==> src/rtl/halt_wake_ctrl.sv <==
module halt_wake_ctrl (
  input  logic       clk,
  input  logic       rst,
  input  logic       halt_stb,
  input  logic       smi_pulse,
  input  logic       init_pulse,
  input  logic       nmi_pulse,
  input  logic       intr_pulse,
  input  logic       bus_msg_pulse,
  input  logic       stop_clk_n,
  input  logic       smi_ret_stb,
  input  logic       smi_ret_to_halt,
  output logic [1:0] pwr_state,
  output logic       clk_gate_en,
  output logic       smi_from_halt
);

  localparam logic [1:0] ST_RUN  = 2'b00;
  localparam logic [1:0] ST_HALT = 2'b01;
  localparam logic [1:0] ST_SGR  = 2'b10;
  localparam logic [1:0] ST_SGH  = 2'b11;

  logic [1:0] cur, nxt;
  logic       flag, flag_nxt;
  logic       wake;

  assign wake = smi_pulse | init_pulse | nmi_pulse | intr_pulse | bus_msg_pulse;

  always_comb begin
    nxt = cur;
    case (cur)
      ST_RUN: begin
        if (!stop_clk_n)            nxt = ST_SGR;
        else if (smi_ret_stb)       nxt = smi_ret_to_halt ? ST_HALT : ST_RUN;
        else if (halt_stb && !wake) nxt = ST_HALT;
      end
      ST_HALT: begin
        if (wake)                   nxt = ST_RUN;
        else if (!stop_clk_n)       nxt = ST_SGH;
      end
      ST_SGR:  if (stop_clk_n)      nxt = ST_RUN;
      default: if (stop_clk_n)      nxt = ST_HALT;
    endcase
  end

  always_comb begin
    flag_nxt = flag;
    if (cur == ST_HALT && smi_pulse)                     flag_nxt = 1'b1;
    else if (cur == ST_RUN && (smi_pulse || smi_ret_stb)) flag_nxt = 1'b0;
  end

  always_ff @(posedge clk) begin
    if (rst) begin
      cur  <= ST_RUN;
      flag <= 1'b0;
    end else begin
      cur  <= nxt;
      flag <= flag_nxt;
    end
  end

  assign pwr_state     = cur;
  assign clk_gate_en   = (cur != ST_RUN);
  assign smi_from_halt = flag;

  assert_reset_R1: assert property (@(posedge clk)
    rst |=> (pwr_state == 2'b00 && !smi_from_halt));

  assert_halt_entry_R2: assert property (@(posedge clk) disable iff (rst)
    (pwr_state == 2'b00 && stop_clk_n && !smi_ret_stb && halt_stb && !wake)
      |=> pwr_state == 2'b01);

  assert_wake_R3: assert property (@(posedge clk) disable iff (rst)
    (pwr_state == 2'b01 && wake) |=> pwr_state == 2'b00);

  assert_wake_beats_halt_R4: assert property (@(posedge clk) disable iff (rst)
    (pwr_state == 2'b00 && stop_clk_n && !smi_ret_stb && halt_stb && wake)
      |=> pwr_state == 2'b00);

  assert_sg_hold_R8: assert property (@(posedge clk) disable iff (rst)
    (pwr_state[1] && !stop_clk_n) |=> $stable(pwr_state));

  assert_sgh_back_R6: assert property (@(posedge clk) disable iff (rst)
    (pwr_state == 2'b11 && stop_clk_n) |=> pwr_state == 2'b01);

  assert_flag_set_R10: assert property (@(posedge clk) disable iff (rst)
    $rose(smi_from_halt) |-> ($past(pwr_state) == 2'b01 && $past(smi_pulse)));

  assert_gate_rise_R11: assert property (@(posedge clk) disable iff (rst)
    $rose(clk_gate_en) |-> $past(pwr_state) == 2'b00);

endmodule

==> config.mk <==
export PLATFORM = sky130hd
export DESIGN_NAME = halt_wake_ctrl
export DESIGN_NICKNAME = d
export VERILOG_FILES = /design/src/rtl/halt_wake_ctrl.sv
export SDC_FILE = /design/constraint.sdc
export NUM_CORES = 1
export LEC_CHECK = 0
export BUFFER_PORTS_ARGS = -buffer_cell sky130_fd_sc_hd__buf_4
export CAP_MARGIN = 20
export CORE_AREA = 2 2 39 41
export CTS_BUF_LIST = sky130_fd_sc_hd__clkbuf_16
export CTS_CLUSTER_SIZE = 20
export DETAILED_ROUTE_END_ITERATION = 16
export DIE_AREA = 0 0 41 43
export GPL_ROUTABILITY_DRIVEN = 0
export GPL_TIMING_DRIVEN = 1
export SKIP_LAST_GASP = 1
export SYNTH_ARGS = -nofsm -noshare
export SYNTH_HDL_FRONTEND = slang
export SYNTH_SLANG_ARGS = --single-unit
==> constraint.sdc <==
create_clock -name clk -period 1.1 [get_ports clk]
set_input_delay 0.165 -clock clk [delete_from_list [all_inputs] [get_ports clk]]
set_output_delay 0.165 -clock clk [all_outputs]
set_load 0.02 [all_outputs]
Yosys cells after proc, flatten, opt, wreduce, memory -nomap -nowiden
Index checks and enable logic that the tools add are counted.
Cells by class
  equality and inequality tests: 5
  mux-type cells: 11
  bitwise operators: 4
  reductions and logical operators: 10
Operators by type and width (number)
  two-way mux 2 bit: 7
  case mux 2 bit (3 select lines): 1
  inequality test 4 bit, second input constant: 1
  OR 1 bit: 4
  AND reduction 4 bit: 1
  nonzero test 2 bit: 2
  logical AND 1 bit: 3
  two-way mux 1 bit: 3
  inequality test 3 bit, second input constant: 1
  nonzero test 3 bit: 1
  equality test 2 x 1 -> 1 bit, second input constant: 1
  equality test 2 bit, second input constant: 1
  logical NOT 2 bit: 1
  inequality test 2 bit, second input constant: 1
  logical NOT 1 bit: 1
  logical OR 1 bit: 1
Storage, ports and cells
  bits in registers: 3
  bits of input ports: 11
  output and inout bits: 4

Logic depth before layout (Yosys ltp)
  depth in word-level cells: 10
  depth in mapped cells: 3

Least setup slack after synthesis
OpenSTA, ideal clock, no wires.
  path type: reg-to-reg
  start: register cur[1], in the netlist pwr_state[1]
  end: register cur[0], in the netlist pwr_state[0]
  setup time: 122 ps
  arrival time: 911 ps
  data required time: 978 ps
  path slack: 67 ps
  cell stages (with the launch flop): 4
  cell sequence: dfxtp_1 and4bb_1 a21oi_2 o22ai_1
On the way
  cells in the longest elaborated chain, start to end: 3
  elaborated cells on any way between the ends: 9
  classes of those cells: 5 x eq/ne; 1 x mux; 3 x reduce/logical
RTL lines
  from (decl): line 23  | logic [1:0] cur, nxt;
  from (signal assigned): line 57  | cur <= nxt;
  equality test 2 x 1 -> 1 bit, or another cell as far along: line 31  | case (cur)
  inequality test 3 bit (no line), or another cell as far along
  AND reduction 4 bit (no line)
Parallel ways exist; a longest one is shown, timed or not.
A chain may end at the register's enable or synchronous reset.

Worst setup path after layout
  start: register cur[0], in the netlist pwr_state[0]
  end: output port clk_gate_en
On the way
  cells in the longest elaborated chain, start to end: 1
RTL lines
  nonzero test 2 bit: line 63  | assign clk_gate_en = (cur != ST_RUN);
  to (decl): line 14  | output logic clk_gate_en,
No other way between the ends.

==> flow_summary.toml <==
[run_status]
outcome = "completed"

[global_route]
use_met2_pct = 10.3
overflow = 0
grt_pass1_wl_um = 786
grt_busiest_layer = "met2"
grt_max_degree = 8
grt_use_total_pct = 6.41
global_route.usage.met3_pct = 0
first_global_vias = 208
use_met1_pct = 7.96
antenna_found_initial = 0

[power_and_ir_drop]
p_clk_share_pct = 73.8
seq_power_share_pct = 14.9
netSwitchingFraction_pct = 16.9
p_per_area_mw_per_mm2 = 1800
p_comb_share_pct = 11.4
p_sw_w = 0.000128
power.internal_w = 0.000631
vdd_drop_max_v = 0.000411
cellLeakagePower_nw = 0.193

[worst_setup_path]
rrSetupSlack_ps = 90
r2r_start = "pwr_state[1]"
timing.rr.end = "pwr_state[0]"
cpPeakStageDelay_ps = 330
cp_data_required_time_ps = 940
cp.arrival_ps = 910
r2r_cells = 4
cp-start-kind = "register"
cp_num_cells = 2
cp_cell_sequence = "or2_4 > buf_6"
crit_family = "flip-flops"
endpoint_kind = "output port"
path_buf_inv = 1
crit_slowest_cell = "dfxtp_4"
crit_path_max_fanout = 2
path_class = "reg2out"

[die]
fp.dieH_um = 43
rows = 14
fp.coreArea_mm2 = 0.00138
die_w_um = 41
start_util_pct = 13.7
die_area_mm2 = 0.00176
num_io_pins = 15

[synthesis]
synth_area_um2 = 190
synth.distinct_cells = 17
synth_xor_area_share_pct = 0
synth_seq_cells = 3
synthMuxAreaShare_pct = 5.26
synth_top_area_cell = "dfxtp_1"
synth_fp_nets = 32
synth_ff_type = "dfxtp_1"
synth_common_cells = "3 x dfxtp_1, 2 x nor2_1, 2 x o21ai_0"
synth-async-reset-ratio_pct = 0
synth-edff-count = 0
yosys_warnings = 0
yosys.area_share.simple_pct = 37.5
syn_inst = 21
synth_compound_area_share_pct = 23.7
synth_top_family_by_area = "simple AND/OR/NAND/NOR gates"
avgSynthCellArea_um2 = 9.06
ys_seq_area_share_pct = 31.6
yosysMostFrequentCell = "dfxtp_1"
ys_top_cells_by_area = "dfxtp_1 32%, a311oi_2 7.9%, and4bb_1 6.6%, and4b_1 5.3%, mux2i_1 5.3%"
synthAdderAreaFrac_pct = 0
synth_top_cell_area_share_pct = 31.6

[sta]
slew_headroom_pct = 87.8
hold_viol_final = 0
setup_tns_ps = 0
finalSetupViolCount = 0
clock.fmax_mhz = 928
skew_ps = 0.981
timing.hold.ws_ps = 109
drv_slew = 0
grt_setup_unrepaired = "false"
fin_crit_sh_pct = 97.9
tightest_slew_ps = 184
finalCriticalPeriod_ps = 1080

[drt]
drtAntennaViolNets = 0
firstDrtPassIters = 2
drc_errors = 0
drt_iter0_markers = 1
routed_wl_um = 491
avgViaCountPerCell = 3.95
vias = 225
detail_route.wl_per_cell_um = 8.61

[clocking]
cts_sinks = 3
htree_levels = 1
cts_tree = "yes"
clk_pin_slew_ps = 30
insertion_delay_ps = 220
hold_buffers = 0
cts_buffers = 3
cts_root_buffer = "clkbuf_16"
cts_max_path_buffers = 2

[placement]
port-buffer-count = 14
placed_cells = 51

[cells_and_area]
fin_nets = 53
instances_no_fill = 57
syn_to_final_growth_pct = 122
antenna_cells = 0
fillers = 148
drive_gt1_share_pct = 63.4

[min_path]
min_from = "stop_clk_n"
hold_class = "in2reg"
hold_end = "pwr_state[1]"
min_path_cells = 2

[job]
max-cap-violations = 0
power groups by stage:
stage | clock [W] | combinational [W] | sequential (W)
after floorplan | 0 | 0.0000245 | 0.000124
after global placement | 0 | 0.0000741 | 0.000120
after detailed placement | 0 | 0.0000740 | 0.000121
after CTS | 0.000566 | 0.0000875 | 0.000113
after global routing | 0.000581 | 0.0000942 | 0.000113
final | 0.000560 | 0.0000862 | 0.000113
timing repair:
item / in CTS / in global routing
buffers inserted: 2 / 0
resized for setup: 6 / 0
setup endpoints to repair: 1 / 0
placed cells by master (no fill, tap or decap), types with 2 or more instances in the layout:
cell,count
o21ai_0,2
buf_4,15
nor2_1,2
dfxtp_4,2
inv_1,2
clkbuf_16,3
routing by layer:
layer  routed length [um]  vias to the layer above
met5                    0                        -
met4                    0                        0
met3                   33                        0
met2                  254                        9
met1                  202                      100
li1                     -                      116
logic make-up after synthesis:
logic type | after synthesis
multiplexers | 1
flip-flops | 3
AO/OA/AOI/OAI | 6
buffers and inverters | 1
AND/OR/NAND/NOR | 10
state kept, by name, summed over array words and instances, names as in the netlist:
name and cells:
smi_from_halt 1, pwr_state 2
through the flow:
stage          util, %  total power [W]  area [um2]  setup slack, ps
3_3_place_gp      22.8         0.000195         315              115
5_1_grt           30.6         0.000789         423             6.40
2_1_floorplan        -         0.000149         190             67.4
4_1_cts           30.6         0.000766         423             22.1
6_report          30.6         0.000759         423             23.0
3_5_place_dp      22.8         0.000195         315              109
layout make-up:
cell class | instances | area, um2 | area share, %
clock inverters | 1 | 3.75 | 0.888
repair buffers | 16 | 124 | 29.3
inverters | 1 | 3.75 | 0.888
well taps | 16 | 20.0 | 4.73
flip-flops and latches | 3 | 67.6 | 16.0
clock buffers | 3 | 75.1 | 17.8
multi-input cells | 17 | 129 | 30.5
worst max path at each step:
stage | end | startpoint
after floorplan | pwr_state[0] | pwr_state[1]
after global placement | clk_gate_en | pwr_state[0]
after detailed placement | pwr_state[0] | pwr_state[1]
after CTS | clk_gate_en | pwr_state[0]
after global routing | clk_gate_en | pwr_state[0]
final | clk_gate_en | pwr_state[0]
Power figures use the tool's default switching activity.
